`config.mk`:
```
export PLATFORM = sky130hd
export DESIGN_NAME = match_wdog_timer
export DESIGN_NICKNAME = d
export VERILOG_FILES = /design/src/rtl/mwt_pkg.sv /design/src/rtl/mwt_counter.sv /design/src/rtl/mwt_channel.sv /design/src/rtl/mwt_wdog.sv /design/src/rtl/mwt_regif.sv /design/src/rtl/match_wdog_timer.sv
export SDC_FILE = /design/constraint.sdc
export NUM_CORES = 1
export LEC_CHECK = 0
export BUFFER_PORTS_ARGS = -buffer_cell sky130_fd_sc_hd__buf_2
export CORE_UTILIZATION = 60
export CTS_BUF_LIST = sky130_fd_sc_hd__clkbuf_4
export DETAILED_ROUTE_END_ITERATION = 12
export GPL_ROUTABILITY_DRIVEN = 1
export PLACE_DENSITY = 0.9
export SYNTH_ARGS = -nofsm -noshare
export SYNTH_HDL_FRONTEND = slang
export SYNTH_SLANG_ARGS = --single-unit
```
`constraint.sdc`:
```
create_clock -name clk -period 3.76 [get_ports clk]
set_input_delay 0.376 -clock clk [delete_from_list [all_inputs] [get_ports clk]]
set_output_delay 0.376 -clock clk [all_outputs]
set_load 0.005 [all_outputs]
```
`src/rtl/mwt_pkg.sv`:
```
package mwt_pkg;

   // Fixed register offsets; the match window starts at zero with 4-byte stride.
   localparam logic [7:0] OFS_MATCH0 = 8'h00;
   localparam logic [7:0] OFS_COUNT  = 8'h10;
   localparam logic [7:0] OFS_STATUS = 8'h14;
   localparam logic [7:0] OFS_ARM    = 8'h18;
   localparam logic [7:0] OFS_IEN    = 8'h1C;
   localparam int unsigned MAX_CH    = 4;

   // Write strobes for the scalar registers.
   typedef struct packed {
      logic cnt;
      logic stat;
      logic arm;
      logic ien;
   } wr_strb_t;

endpackage

```
`src/rtl/mwt_counter.sv`:
```
module mwt_counter #(
   parameter int unsigned CNT_W = 32
) (
   input  logic             clk,
   input  logic             rst_n,
   input  logic             tick_i,
   input  logic             load_i,
   input  logic [CNT_W-1:0] load_val_i,
   output logic [CNT_W-1:0] cnt_o,
   output logic             fresh_o
);

   logic [CNT_W-1:0] cnt_q;
   logic             fresh_q;

   always_ff @(posedge clk or negedge rst_n) begin
      if (!rst_n) begin
         cnt_q   <= '0;
         fresh_q <= 1'b0;
      end else begin
         // A load takes priority over a tick in the same cycle.
         if (load_i) begin
            cnt_q <= load_val_i;
         end else if (tick_i) begin
            cnt_q <= cnt_q + CNT_W'(1);
         end
         fresh_q <= load_i | tick_i;
      end
   end

   assign cnt_o   = cnt_q;
   assign fresh_o = fresh_q;

endmodule

```
`src/rtl/mwt_channel.sv`:
```
module mwt_channel #(
   parameter int unsigned CNT_W = 32
) (
   input  logic             clk,
   input  logic             rst_n,
   input  logic             match_we_i,
   input  logic [CNT_W-1:0] wdata_i,
   input  logic [CNT_W-1:0] cnt_i,
   input  logic             fresh_i,
   input  logic             ien_i,
   input  logic             clr_i,
   output logic [CNT_W-1:0] match_o,
   output logic             hit_o,
   output logic             status_o
);

   logic [CNT_W-1:0] match_q;
   logic             status_q;

   // A hit only counts when the counter has just moved onto the value.
   assign hit_o = fresh_i && (cnt_i == match_q);

   always_ff @(posedge clk or negedge rst_n) begin
      if (!rst_n) begin
         match_q <= '0;
      end else if (match_we_i) begin
         match_q <= wdata_i;
      end
   end

   always_ff @(posedge clk or negedge rst_n) begin
      if (!rst_n) begin
         status_q <= 1'b0;
      end else if (hit_o && ien_i) begin
         status_q <= 1'b1;          // a new match beats a clearing write
      end else if (clr_i) begin
         status_q <= 1'b0;
      end
   end

   assign match_o  = match_q;
   assign status_o = status_q;

endmodule

```
`src/rtl/mwt_wdog.sv`:
```
module mwt_wdog (
   input  logic clk,
   input  logic rst_n,
   input  logic hit_i,
   input  logic we_i,
   input  logic wbit_i,
   output logic arm_o,
   output logic rst_req_o
);

   logic arm_q;
   logic req_q;
   logic fire;

   assign fire = hit_i && arm_q;

   always_ff @(posedge clk or negedge rst_n) begin
      if (!rst_n) begin
         arm_q <= 1'b0;
         req_q <= 1'b0;
      end else begin
         req_q <= fire;
         if (fire) begin
            arm_q <= 1'b0;          // one-shot: disarm on firing
         end else if (we_i) begin
            arm_q <= wbit_i;
         end
      end
   end

   assign arm_o     = arm_q;
   assign rst_req_o = req_q;

endmodule

```
`src/rtl/mwt_regif.sv`:
```
module mwt_regif
   import mwt_pkg::*;
#(
   parameter int unsigned NUM_CH = 4,
   parameter int unsigned CNT_W  = 32,
   parameter int unsigned ADDR_W = 8,
   parameter int unsigned DATA_W = 32
) (
   input  logic                          clk,
   input  logic                          rst_n,
   input  logic                          sel_i,
   input  logic                          wr_i,
   input  logic [ADDR_W-1:0]             addr_i,
   input  logic [CNT_W-1:0]              cnt_i,
   input  logic [NUM_CH-1:0][CNT_W-1:0]  match_i,
   input  logic [NUM_CH-1:0]             status_i,
   input  logic [NUM_CH-1:0]             ien_i,
   input  logic                          arm_i,
   output wr_strb_t                      strb_o,
   output logic [NUM_CH-1:0]             match_we_o,
   output logic [DATA_W-1:0]             rdata_o,
   output logic                          err_o
);

   logic              mapped;
   logic [DATA_W-1:0] rd_val;
   logic              is_cnt, is_stat, is_arm, is_ien;
   logic [NUM_CH-1:0] is_match;

   assign is_cnt  = (addr_i == ADDR_W'(OFS_COUNT));
   assign is_stat = (addr_i == ADDR_W'(OFS_STATUS));
   assign is_arm  = (addr_i == ADDR_W'(OFS_ARM));
   assign is_ien  = (addr_i == ADDR_W'(OFS_IEN));

   for (genvar g = 0; g < NUM_CH; g++) begin : g_mdec
      assign is_match[g] = (addr_i == ADDR_W'(OFS_MATCH0) + ADDR_W'(4 * g));
   end

   always_comb begin
      rd_val = '0;
      for (int i = 0; i < NUM_CH; i++) begin
         if (is_match[i]) rd_val = DATA_W'(match_i[i]);
      end
      if (is_cnt)  rd_val = DATA_W'(cnt_i);
      if (is_stat) rd_val = DATA_W'(status_i);
      if (is_arm)  rd_val = DATA_W'(arm_i);
      if (is_ien)  rd_val = DATA_W'(ien_i);
   end

   assign mapped = (|is_match) | is_cnt | is_stat | is_arm | is_ien;

   always_comb begin
      strb_o.cnt  = sel_i && wr_i && is_cnt;
      strb_o.stat = sel_i && wr_i && is_stat;
      strb_o.arm  = sel_i && wr_i && is_arm;
      strb_o.ien  = sel_i && wr_i && is_ien;
      match_we_o  = (sel_i && wr_i) ? is_match : '0;
   end

   always_ff @(posedge clk or negedge rst_n) begin
      if (!rst_n) begin
         rdata_o <= '0;
         err_o   <= 1'b0;
      end else begin
         rdata_o <= (sel_i && !wr_i && mapped) ? rd_val : '0;
         err_o   <= sel_i && !mapped;
      end
   end

endmodule

```
`src/rtl/match_wdog_timer.sv`:
```
module match_wdog_timer
   import mwt_pkg::*;
#(
   parameter int unsigned NUM_CH  = 4,
   parameter int unsigned CNT_W   = 32,
   parameter int unsigned ADDR_W  = 8,
   parameter int unsigned DATA_W  = 32,
   parameter int unsigned WDOG_CH = 3
) (
   input  logic              clk,
   input  logic              rst_n,
   input  logic              tick_i,
   input  logic              bus_sel_i,
   input  logic              bus_wr_i,
   input  logic [ADDR_W-1:0] bus_addr_i,
   input  logic [DATA_W-1:0] bus_wdata_i,
   output logic [DATA_W-1:0] bus_rdata_o,
   output logic              bus_err_o,
   output logic [NUM_CH-1:0] irq_o,
   output logic              rst_req_o
);

   // Elaboration-time parameter checks.
   if (NUM_CH < 1 || NUM_CH > MAX_CH) begin : g_bad_nch
      $error("match_wdog_timer: NUM_CH must lie in 1..4");
   end
   if (CNT_W < 2 || CNT_W > DATA_W) begin : g_bad_cw
      $error("match_wdog_timer: CNT_W must lie in 2..DATA_W");
   end
   if (WDOG_CH >= NUM_CH) begin : g_bad_wd
      $error("match_wdog_timer: WDOG_CH must name an existing channel");
   end
   if (ADDR_W < 5) begin : g_bad_aw
      $error("match_wdog_timer: ADDR_W too narrow for the register map");
   end

   wr_strb_t                      strb;
   logic [NUM_CH-1:0]             match_we;
   logic [CNT_W-1:0]              cnt;
   logic                          fresh;
   logic                          cnt_load;
   logic [NUM_CH-1:0][CNT_W-1:0]  match_val;
   logic [NUM_CH-1:0]             hit;
   logic [NUM_CH-1:0]             status;
   logic [NUM_CH-1:0]             stat_clr;
   logic [NUM_CH-1:0]             ien_q;
   logic                          arm;

   assign cnt_load = strb.cnt;
   assign stat_clr = strb.stat ? bus_wdata_i[NUM_CH-1:0] : '0;

   mwt_regif #(
      .NUM_CH (NUM_CH),
      .CNT_W  (CNT_W),
      .ADDR_W (ADDR_W),
      .DATA_W (DATA_W)
   ) u_regif (
      .clk        (clk),
      .rst_n      (rst_n),
      .sel_i      (bus_sel_i),
      .wr_i       (bus_wr_i),
      .addr_i     (bus_addr_i),
      .cnt_i      (cnt),
      .match_i    (match_val),
      .status_i   (status),
      .ien_i      (ien_q),
      .arm_i      (arm),
      .strb_o     (strb),
      .match_we_o (match_we),
      .rdata_o    (bus_rdata_o),
      .err_o      (bus_err_o)
   );

   mwt_counter #(.CNT_W(CNT_W)) u_counter (
      .clk        (clk),
      .rst_n      (rst_n),
      .tick_i     (tick_i),
      .load_i     (cnt_load),
      .load_val_i (bus_wdata_i[CNT_W-1:0]),
      .cnt_o      (cnt),
      .fresh_o    (fresh)
   );

   always_ff @(posedge clk or negedge rst_n) begin
      if (!rst_n) begin
         ien_q <= '0;
      end else if (strb.ien) begin
         ien_q <= bus_wdata_i[NUM_CH-1:0];
      end
   end

   for (genvar c = 0; c < NUM_CH; c++) begin : g_ch
      mwt_channel #(.CNT_W(CNT_W)) u_ch (
         .clk        (clk),
         .rst_n      (rst_n),
         .match_we_i (match_we[c]),
         .wdata_i    (bus_wdata_i[CNT_W-1:0]),
         .cnt_i      (cnt),
         .fresh_i    (fresh),
         .ien_i      (ien_q[c]),
         .clr_i      (stat_clr[c]),
         .match_o    (match_val[c]),
         .hit_o      (hit[c]),
         .status_o   (status[c])
      );
   end

   mwt_wdog u_wdog (
      .clk       (clk),
      .rst_n     (rst_n),
      .hit_i     (hit[WDOG_CH]),
      .we_i      (strb.arm),
      .wbit_i    (bus_wdata_i[0]),
      .arm_o     (arm),
      .rst_req_o (rst_req_o)
   );

   assign irq_o = status;

endmodule

```
==> results of run 1 <==
-- repair_timing --
action,in CTS,in global routing
hold buffers,29,0
hold endpoints to repair,188,0
endpoints found under the setup margin,0,0
-- how the worst min path moves through the flow --
stage / startpoint / to / slack, ns
after floorplan: rst_n / g_ch[0].u_ch.match_o[0] / 0.08
after global placement: rst_n / g_ch[1].u_ch.match_o[29] / 0.46
after detailed placement: rst_n / u_regif.rdata_o[29] / 0.46
after CTS: bus_wdata_i[11] / g_ch[0].u_ch.match_o[11] / 0.00001
after global routing: bus_wdata_i[22] / g_ch[1].u_ch.match_o[22] / 0.006
final: bus_wdata_i[22] / g_ch[1].u_ch.match_o[22] / 0.0004
-- layer usage --
| layer | global-route usage (%) | vias up | part of all wire (%) |
|---|---|---|---|
| met2 | 50.9 | 563 | 45 |
| li1 | - | 3707 | - |
| met3 | 9.11 | 129 | 10 |
| met1 | 43.7 | 4198 | 39 |
| met5 | 0.278 | - | 0 |
| met4 | 20.7 | 0 | 5.7 |
-- area by class of cell --
class / instances / area share (%)
Timing Repair Buffer: 127 / 6.89
Antenna cell: 2 / 0.0409
Clock inverter: 13 / 0.420
Clock buffer: 73 / 4.48
Multi-Input combinational cell: 689 / 43.8
Tap cell: 225 / 2.30
Inverter: 10 / 0.307
Sequential cell: 204 / 41.7
-- sequential cells by signal (all words and copies together), names as in the netlist --
register / cells
u_regif.err_o: 1
u_wdog.rst_req_o: 1
u_regif.rdata_o: 32
ien_q: 4
u_counter.fresh_o: 1
g_ch.u_ch.status_o: 4
g_ch.u_ch.match_o: 128
u_counter.cnt_o: 32
u_wdog.arm_o: 1
-- power by group --
| part | internal, mW | total (mW) | switching [mW] |
|---|---|---|---|
| registers | 2.28 | 2.50 | 0.214 |
| clock network | 0.885 | 1.80 | 0.912 |
| logic | 0.328 | 0.752 | 0.424 |
-- cells in the final DEF (no fill, tap or decap), drive strengths merged, types with 5 or more instances in the layout --
| cell | count |
|---|---|
| a22o | 22 |
| a22oi | 30 |
| mux2 | 152 |
| and3 | 6 |
| xor2 | 88 |
| o21ai | 26 |
| dlygate4sd3 | 29 |
| clkinv | 11 |
| dfrtp | 204 |
| clkbuf | 74 |
| nor2b | 6 |
| nand2 | 61 |
| nand4 | 25 |
| mux2i | 5 |
| inv | 12 |
| nor4 | 30 |
| nor3 | 10 |
| a21oi | 59 |
| nand3 | 19 |
| xnor2 | 68 |
| nor2 | 42 |
| buf | 97 |
-- through the flow --
stage	hold slack, ns	utilization, %
2_1_floorplan	0.0804	-
3_3_place_gp	0.460	64.6
3_5_place_dp	0.460	64.6
4_1_cts	0.0000102	69.7
5_1_grt	0.00584	69.7
6_report	0.000404	69.7
-- kinds of logic (layout without fill, tap and decap cells) --
logic type	after synthesis	count (layout)	synth area share, %
buffers and inverters	96	223	4.18
adder cells (fa/ha/maj)	1	1	0.115
flip-flops	204	204	46.8
AO/OA/AOI/OAI	152	152	8.97
AND/OR/NAND/NOR	221	221	10.9
multiplexers	159	159	16.6
XOR/XNOR	156	156	12.5
other	0	2	0
-- worst register-to-register path, cell delays in order (launching register included) --
cell and delay, ns:
dfrtp_1 0.60, ha_1 0.29, nand3_1 0.21, or3_1 0.53, nor4_1 0.43, xnor2_1 0.21, a21oi_1 0.10
==> qor.tcl, run 1 <==
set qor(run_status) {completed}
set qor(cp_cell_sequence) {ha_1 > nand3_1 > or3_1 > nor4_1 > xnor2_1 > a21oi_1}
set qor(total_negative_slack_ns) 0
set qor(placedInstanceArea_mm2) 0.0113
set qor(floorplan.initialDensity_pct) 62.2
set qor(rr_endpoint) {u_counter.cnt_o[28]}
set qor(grt_remaining_overflow) 0
set qor(synth-seq-cells) 204
set qor(die_x_um) 137
set qor(timing.critical_path.to_type) {register}
set qor(residual_drc_count) 0
set qor(final.period_utilization_pct) 66.5
set qor(critPathMaxStageDelay_ns) 0.60
set qor(cpLargestDelayFamily) {simple AND/OR/NAND/NOR gates}
set qor(synthMostInstantiatedCell) {dfrtp_1}
set qor(critical_path_peak_fanout) 8
set qor(ioPinCount) 83
set qor(drtIter0Drc) 926
set qor(timing.critical_path.required_ns) 4.33
set qor(ratio_of_cells_with_drive_above_1_in_the_final_layout_pct) 29.4
set qor(worst-path-stages) 6
set qor(finalMaxSlewViolations) 0
set qor(report.final.hold_viol_count) 0
set qor(ff2ff_path_depth) 6
set qor(clkSinkCount) 204
set qor(multi_input_comb_area_mm2) 0.00536
set qor(synth_async_sr_flop_share_pct) 100
set qor(worstSkewPairLatency_ns) 0.70
set qor(worst-path-buf-inv) 0
set qor(clk_pin_slew_worst_paths_ns) 0.07
set qor(htree_num_levels) 2
set qor(numPortBuffers) 82
set qor(rsz0062_at_grt) {no}
set qor(power.leakage_nw) 5.96
set qor(fmax_mhz) 400
set qor(layout.cell_area.non_filler_mm2) 0.0122
set qor(synth_largest_area_cell) {dfrtp_1}
set qor(chipHeight_um) 137
set qor(detail-route-antenna-nets) 0
set qor(dpl.hpwl_um) 20800
set qor(slew-limit-headroom_pct) 37.8
set qor(critPathSlowestCell) {dfrtp_1}
set qor(detail_route.first_pass.iterations) 6
set qor(area_growth_syn_to_layout_pct) 12.1
set qor(syn_inst_count) 989
set qor(grt_pass1_vias) 8496
set qor(ctsResizeCount) 0
set qor(worstSetupPathType) {reg -> reg}
set qor(crit_path_end) {u_counter.cnt_o[28]}
set qor(totalPowerFinal_mw) 5.05
set qor(grt_antenna_before_repair) 1
set qor(hold_path_class) {in -> reg}
set qor(worstPathArrival_ns) 3.07
set qor(synth_common_cells) {dfrtp_1 (204), mux2_2 (137), xor2_1 (88)}
set qor(numCtsBuffers) 52
set qor(tritoncts) {built}
set qor(vdd.ir_drop.worst_mv) 0.373
set qor(synthesis.area_mm2) 0.0109
set qor(floorplan.core_area_mm2) 0.0175
set qor(synth_largest_type_area_fraction_pct) 46.8
set qor(worst_setup_timing_slack_at_the_placement_stage_ns) 1.16
set qor(grt_start_max_net_pins) 83
set qor(synth_enable_flop_cells) 0
set qor(synth-seq-area-share_pct) 46.8
set qor(route.vias.total) 8597
set qor(design.die.area_mm2) 0.0187
set qor(area_occupied_by_registers_mm2) 0.00510
set qor(post-cts-setup-buffer-count) 0
set qor(ff2ff_setup_slack_ns) 1.26
set qor(synth-warning-count) 0
set qor(avg_synthesized_cell_area_um2) 11.0
set qor(min_delay_path_depth) 2
set qor(routabilityCongestion) 0.988
set qor(worst_clock_skew_ns) 0.0429
set qor(grt_util_all_layers_pct) 33.9
set qor(final_critical_path_setup_slack_ns) 1.26
set qor(synth_cell_types) 53
set qor(num-nets-final) 1130
set qor(numPlacedInstances) 1226
set qor(filler_cell_count) 1256
set qor(drt_wl_total_um) 30600
set qor(grt_first_pass_wirelength_um) 47000
set qor(max_clock_buf_depth) 3
set qor(final-setup-viol-count) 0
set qor(mappedNetlistNets) 1035
set qor(synthTopCellsByArea) {dfrtp_1 (47%), mux2_2 (14%), xor2_1 (7.1%), xnor2_1 (5.5%), a21oi_1 (2.7%)}
set qor(startpoint) {u_counter.cnt_o[0]}
set qor(post_drt_via_cell_ratio) 6.40
set qor(post-route-min-period_ns) 2.50
set qor(cts.root.buffer_cell) {clkbuf_4}
set qor(maxCapViolations) 0
set qor(power.density_mw_per_mm2) 413
set qor(worst_slew_pin_slew_ns) 0.925
set qor(final-instance-count-excl-fill) 1343
set qor(detail_route.wl_per_cell_um) 22.8
set qor(placementRows) 48
set qor(synth_ff_type) {dfrtp_1}
set qor(rr_startpoint) {u_counter.cnt_o[0]}
set qor(critPathLaunchType) {register}
No activity file was read; power rests on OpenSTA's default activity.
==> inputs of run 2 (changes only) <==
Clock period 3.76 ns to 2.31 ns, I/O delays scaled along.
==> qor.tcl, run 2 (synthesized netlist as in run 1, its figures left out) <==
set qor(run_status) {completed}
set qor(antenna_cells_inserted) 0 ;# -2
set qor(clk_pin_slew_worst_paths_ns) 0.07 ;# about the same
set qor(critPathLaunchType) {register}
set qor(layout.cell_area.non_filler_mm2) 0.0128 ;# +4.5%
set qor(detail_route.wl_per_cell_um) 23.8 ;# +4.6%
set qor(floorplan.core_area_mm2) 0.0175 ;# unchanged
set qor(critPathMaxStageDelay_ns) 0.51 ;# -0.09 ns
set qor(rsz0062_at_grt) {no}
set qor(hold_path_startpoint) {bus_wr_i}
set qor(tritoncts) {built}
set qor(filler_cell_count) 1198 ;# -4.6%
set qor(worstSkewPairLatency_ns) 0.68 ;# -0.02 ns
set qor(grt_pass1_vias) 8808 ;# +3.7%
set qor(dpl.hpwl_um) 22700 ;# +8.9%
set qor(power.density_mw_per_mm2) 668 ;# +62%
set qor(worstSetupPathType) {reg -> reg}
set qor(post-cts-setup-buffer-count) 0 ;# unchanged
set qor(floorplan.initialDensity_pct) 62.2 ;# unchanged
set qor(residual_drc_count) 0 ;# unchanged
set qor(ioPinCount) 83 ;# unchanged
set qor(vdd.ir_drop.worst_mv) 0.482 ;# +29%
set qor(grt_util_all_layers_pct) 37.2 ;# +3.4 points
set qor(htree_num_levels) 2 ;# unchanged
set qor(drtIter0Drc) 913 ;# -1.4%
set qor(worst-path-buf-inv) 0 ;# unchanged
set qor(report.final.hold_viol_count) 0 ;# unchanged
set qor(final_critical_path_setup_slack_ns) 0.125 ;# -1.13 ns
set qor(startpoint) {u_counter.cnt_o[25]}
set qor(hold_path_class) {in -> reg}
set qor(ff2ff_path_depth) 5 ;# -1
set qor(critPathSlowestCell) {or4_1}
set qor(numPortBuffers) 82 ;# unchanged
set qor(slew-limit-headroom_pct) 55.4 ;# +18 points
set qor(power.leakage_nw) 6.24 ;# +4.8%
set qor(post-route-min-period_ns) 2.18 ;# -0.317 ns
set qor(max_clock_buf_depth) 3 ;# unchanged
set qor(drt_wl_total_um) 33200 ;# +8.4%
set qor(final-setup-viol-count) 0 ;# unchanged
set qor(detail_route.first_pass.iterations) 5 ;# -1
set qor(maxCapViolations) 0 ;# unchanged
set qor(grt_start_max_net_pins) 67 ;# -19%
set qor(worst_clock_skew_ns) 0.0312 ;# -0.0117 ns
set qor(finalMaxSlewViolations) 0 ;# unchanged
set qor(grt_first_pass_wirelength_um) 51500 ;# +9.6%
set qor(power.internal_mw) 5.93 ;# +70%
set qor(design.die.area_mm2) 0.0187 ;# unchanged
set qor(ratio_of_cells_with_drive_above_1_in_the_final_layout_pct) 32.3 ;# +2.9 points
set qor(combinational_share_of_power_pct) 17.1 ;# +2.2 points
set qor(clkSinkCount) 204 ;# unchanged
set qor(cts.root.buffer_cell) {clkbuf_4}
set qor(num-nets-final) 1175 ;# +4.0%
set qor(timing.critical_path.to_type) {register}
set qor(total_negative_slack_ns) 0 ;# unchanged
set qor(grt_antenna_before_repair) 0 ;# -1
set qor(grt_remaining_overflow) 0 ;# unchanged
set qor(final_core_utilization_pct) 72.9 ;# +3.1 points
set qor(fmax_mhz) 458 ;# +14%
set qor(final_common_cell) {dfrtp_1}
set qor(worst_setup_timing_slack_at_the_placement_stage_ns) 0.0867 ;# -1.07 ns
set qor(layout_common_cells) {dfrtp_1 (202), mux2_2 (137), xor2_1 (88)}
set qor(netSwitchingFraction_pct) 30.5 ;# -0.25 points
set qor(rr_endpoint) {g_ch[1].u_ch.status_o}
set qor(chipHeight_um) 137 ;# unchanged
set qor(worstPathArrival_ns) 2.73 ;# -0.34 ns
set qor(worst-path-stages) 5 ;# -1
set qor(ff2ff_setup_slack_ns) 0.13 ;# -1.13 ns
set qor(largest_reg_flops) 128 ;# unchanged
set qor(route.vias.total) 8828 ;# +2.7%
set qor(final.period_utilization_pct) 94.6 ;# +28 points
set qor(clock_network_fraction_of_total_power_pct) 36.2 ;# +0.6 points
set qor(post_drt_via_cell_ratio) 6.34 ;# -0.93%
set qor(switching_power_mw) 2.60 ;# +68%
set qor(cpLargestDelayFamily) {simple AND/OR/NAND/NOR gates}
set qor(cp_cell_sequence) {xor2_1 > nor4_2 > nand4_1 > or4_1 > o41ai_1}
set qor(totalPowerFinal_mw) 8.53 ;# +69%
set qor(worst_slew_pin_slew_ns) 0.662 ;# -0.262 ns
set qor(placementRows) 48 ;# unchanged
set qor(die_x_um) 137 ;# unchanged
set qor(sequentialPowerShare_pct) 46.8 ;# -2.7 points
set qor(detail-route-antenna-nets) 0 ;# unchanged
set qor(routabilityCongestion) 0.994 ;# +0.60%
set qor(numCtsBuffers) 53 ;# +1.9%
set qor(timing.critical_path.required_ns) 2.85 ;# -1.48 ns
set qor(placedInstanceArea_mm2) 0.0117 ;# +3.3%
set qor(crit_path_end) {g_ch[1].u_ch.status_o}
set qor(area_growth_syn_to_layout_pct) 17.1
set qor(critical_path_peak_fanout) 6 ;# -2
set qor(rr_startpoint) {u_counter.cnt_o[25]}
==> run 2: changes by cell type in the layout (fill, tap and decap cells not counted), sizes merged <==
cell,previous run,this run
buf,97,132
dlygate4sd3,29,38
clkbuf,74,81
diode,2,0
clkinv,11,10
clkinvlp,0,1
==> run 2: power by group through the flow <==
| stage | Clock [mW] | Combinational [mW] | Sequential [mW] |
|---|---|---|---|
| 2_1_floorplan | 0 | 0.958 | 3.85 |
| 3_3_place_gp | 0 | 1.34 | 4.04 |
| 3_5_place_dp | 0 | 1.35 | 4.04 |
| 4_1_cts | 3.12 | 1.41 | 3.98 |
| 5_1_grt | 3.32 | 1.56 | 4.01 |
| 6_report | 3.08 | 1.46 | 3.99 |
==> run 2: layer usage <==
metal	share of wire [%]	vias up	global-route usage [%]
met1	40	4393	48.8
met4	4.2	0	18.8
li1	-	3799	-
met5	0	-	0
met3	8.6	100	7.74
met2	47	536	58.6
==> run 2: how the worst min path moves through the flow <==
stage               cells past startpoint                       to
finish                                  3      u_counter.cnt_o[22]
global route                            3      u_counter.cnt_o[22]
CTS                                     3      u_counter.cnt_o[21]
detailed placement                      1      u_regif.rdata_o[29]
global placement                        1      u_regif.rdata_o[29]
floorplan                               0  g_ch[0].u_ch.match_o[0]
==> run 2: stage by stage <==
step	instances	hold slack, ns
2_1_floorplan	989	-0.0646
4_1_cts	1392	0.0405
6_report	1392	0.0827
3_3_place_gp	1261	0.276
5_1_grt	1392	0.0836
3_5_place_dp	1261	0.283
==> run 2: layout make-up <==
type                            instances  area, um2  share of cell area (%)
Multi-Input combinational cell        689       5390                    42.2
Sequential cell                       204       5110                    40.0
Timing Repair Buffer                  171       1310                    10.2
Clock buffer                           80        601                    4.70
Tap cell                              225        282                    2.20
Clock inverter                         13       53.8                   0.421
Inverter                               10       37.5                   0.294
==> run 2: worst reg2reg max path: cells and delay by family (launching register included) <==
kind | cells | cell delay [ns]
xor+xnor | 1 | 0.25
compound gates | 1 | 0.24
simple gates | 3 | 1.07
flops | 1 | 0.49
==> run 2: timing repair <==
action	CTS	global route
resized for setup	0	7
hold buffers	38	0
setup endpoints to repair	0	3
endpoints found under the hold margin	247	0
==> inputs of run 3 (changes only) <==
Settings changed: CTS_BUF_LIST sky130_fd_sc_hd__clkbuf_4 to default.
==> qor.tcl, run 3 (synthesized netlist as in run 1, its figures left out) <==
set qor(run_status) {finished with violations}
set qor(failed_checks) {negative hold slack}
set qor(grt_util_all_layers_pct) 35.8 ;# -1.4 points
set qor(critical_path_peak_fanout) 5 ;# -1
set qor(timing.critical_path.required_ns) 2.71 ;# -0.14 ns
set qor(worstPathArrival_ns) 2.62 ;# -0.11 ns
set qor(fmax_mhz) 450 ;# -1.8%
set qor(area_occupied_by_registers_mm2) 0.00511 ;# unchanged
set qor(vdd.ir_drop.worst_mv) 0.714 ;# +48%
set qor(rsz0062_at_grt) {no}
set qor(detail_route.wl_per_cell_um) 24.5 ;# +2.7%
set qor(power.density_mw_per_mm2) 734 ;# +10%
set qor(post_drt_via_cell_ratio) 6.41 ;# +1.1%
set qor(floorplan.core_area_mm2) 0.0175 ;# unchanged
set qor(report.final.hold_viol_count) 1 ;# +1
set qor(area_growth_syn_to_layout_pct) 16.3
set qor(num-nets-final) 1120 ;# -4.7%
set qor(routabilityCongestion) 0.994 ;# unchanged
set qor(antenna_cells_inserted) 0 ;# unchanged
set qor(clk_pin_slew_worst_paths_ns) 0.07 ;# about the same
set qor(die_x_um) 137 ;# unchanged
set qor(chipHeight_um) 137 ;# unchanged
set qor(dpl.hpwl_um) 22700 ;# unchanged
set qor(cts.root.buffer_cell) {clkbuf_16}
set qor(final-setup-viol-count) 0 ;# unchanged
set qor(grt_remaining_overflow) 0 ;# unchanged
set qor(tritoncts) {built}
set qor(worst_slew_pin_slew_ns) 0.611 ;# -0.0518 ns
set qor(netSwitchingFraction_pct) 27.8 ;# -2.6 points
set qor(clock_network_fraction_of_total_power_pct) 41.9 ;# +5.7 points
set qor(finalMaxSlewViolations) 0 ;# unchanged
set qor(floorplan.initialDensity_pct) 62.2 ;# unchanged
set qor(power.leakage_nw) 6.14 ;# -1.7%
set qor(worstSkewPairLatency_ns) 0.52 ;# -0.16 ns
set qor(detail_route.first_pass.iterations) 5 ;# unchanged
set qor(post-cts-setup-buffer-count) 0 ;# unchanged
set qor(combinational_share_of_power_pct) 15.2 ;# -1.9 points
set qor(drtIter0Drc) 867 ;# -5.0%
set qor(worst_clock_skew_ns) 0.0203 ;# -0.0109 ns
set qor(whs_ns) -0.000794 ;# -0.0835 ns
set qor(switching_power_mw) 2.59 ;# -0.23%
set qor(layout.cell_area.non_filler_mm2) 0.0127 ;# -0.69%
set qor(ioPinCount) 83 ;# unchanged
set qor(max_clock_buf_depth) 3 ;# unchanged
set qor(design.die.area_mm2) 0.0187 ;# unchanged
set qor(drt_wl_total_um) 32200 ;# -3.0%
set qor(layout_common_cells) {dfrtp_1 (202), mux2_2 (137), xor2_1 (88)}
set qor(maxCapViolations) 0 ;# unchanged
set qor(multi_input_comb_area_mm2) 0.00539 ;# about the same
set qor(hold_path_class) {in -> reg}
set qor(final_common_cell) {dfrtp_1}
set qor(slew-limit-headroom_pct) 58.9 ;# +3.5 points
set qor(placementRows) 48 ;# unchanged
set qor(post-route-min-period_ns) 2.22 ;# +0.0398 ns
set qor(filler_cell_count) 1194 ;# -0.33%
set qor(ratio_of_cells_with_drive_above_1_in_the_final_layout_pct) 30.4 ;# -1.9 points
set qor(grt_pass1_vias) 8353 ;# -5.2%
set qor(route.vias.total) 8430 ;# -4.5%
set qor(numCtsBuffers) 22 ;# -58%
set qor(placedInstanceArea_mm2) 0.0117 ;# unchanged
set qor(largest_reg_flops) 128 ;# unchanged
set qor(total_negative_slack_ns) 0 ;# unchanged
set qor(htree_num_levels) 1 ;# -1
set qor(sequentialPowerShare_pct) 42.9 ;# -3.9 points
set qor(power.internal_mw) 6.73 ;# +13%
set qor(critPathLaunchType) {register}
set qor(detail-route-antenna-nets) 0 ;# unchanged
set qor(clkSinkCount) 204 ;# unchanged
set qor(final.period_utilization_pct) 96.3 ;# +1.7 points
set qor(timing.critical_path.to_type) {register}
set qor(grt_start_max_net_pins) 67 ;# unchanged
set qor(grt_first_pass_wirelength_um) 49900 ;# -3.1%
set qor(grt_antenna_before_repair) 0 ;# unchanged
set qor(worstSetupPathType) {reg -> reg}
set qor(residual_drc_count) 0 ;# unchanged
set qor(numPortBuffers) 82 ;# unchanged
run 3: cell types whose count changed in the layout (fill, tap and decap cells not counted), moves of 3 or more:
cell	delta
bufinv_16	+5
clkbuf_16	+22
clkbuf_4	-80
clkinv_1	-9
clkinv_2	+3
dlygate4sd3_1	-24
run 3: layer usage:
metal / wire length, um / track usage, %
met1: 13300 / 48.8
met2: 15000 / 57.1
met3: 2420 / 6.00
met4: 1420 / 14.7
met5: 0 / 0
run 3: layout make-up:
| cell class | count | area share, % |
|---|---|---|
| sequential | 204 | 40.2 |
| multi-input combinational | 689 | 42.5 |
| clock inverter | 14 | 1.74 |
| clock buffer | 26 | 4.61 |
| tap | 225 | 2.22 |
| inverter | 10 | 0.296 |
| timing repair buffer | 147 | 8.41 |
run 3: power groups by stage:
stage | combinational, mW | sequential (mW) | clock [mW]
2_1_floorplan | 0.958 | 3.85 | 0
3_5_place_dp | 1.35 | 4.04 | 0
5_1_grt | 1.52 | 4.01 | 4.06
6_report | 1.42 | 3.99 | 3.91
3_3_place_gp | 1.34 | 4.04 | 0
4_1_cts | 1.39 | 3.98 | 3.93
run 3: final timing paths:
check                                        start                        to  slack [ns]  depth (start not counted)
max                             u_counter.cnt_o[1]     g_ch[2].u_ch.status_o        0.09                          6
min                                bus_wdata_i[23]  g_ch[2].u_ch.match_o[23]     -0.0008                          2
max reg2reg                     u_counter.cnt_o[1]     g_ch[2].u_ch.status_o        0.09                          6
min reg2reg                g_ch[1].u_ch.match_o[6]   g_ch[1].u_ch.match_o[6]        0.54                          1
max in group asynchronous                    rst_n        u_counter.cnt_o[0]        1.27                          3
min in group asynchronous                    rst_n       u_regif.rdata_o[23]        0.28                          2
run 3: critical path, cell delays in order, from the launching register on:
cell     delay [ns]
dfrtp_1        0.46
buf_4          0.19
xor2_1         0.16
nor4_1         0.30
nand4_1        0.16
or4_1          0.53
o41ai_1        0.31
run 3: timing repair:
| item | in CTS | in global routing |
|---|---|---|
| hold buffers | 14 | 0 |
| gates resized for setup | 1 | 6 |
| endpoints found under the hold margin | 90 | 0 |
| setup endpoints to repair | 1 | 4 |
| pin swaps | 0 | 1 |
run 3: metrics by stage:
stage	worst slack, ns	util, %	power (mW)	cells
4_1_cts	0.0449	72.2	9.30	1315
3_5_place_dp	0.0867	66.8	5.39	1261
2_1_floorplan	0.442	-	4.80	989
3_3_place_gp	0.0820	66.8	5.38	1261
6_report	0.0857	72.4	9.32	1315
5_1_grt	0.0138	72.4	9.59	1315
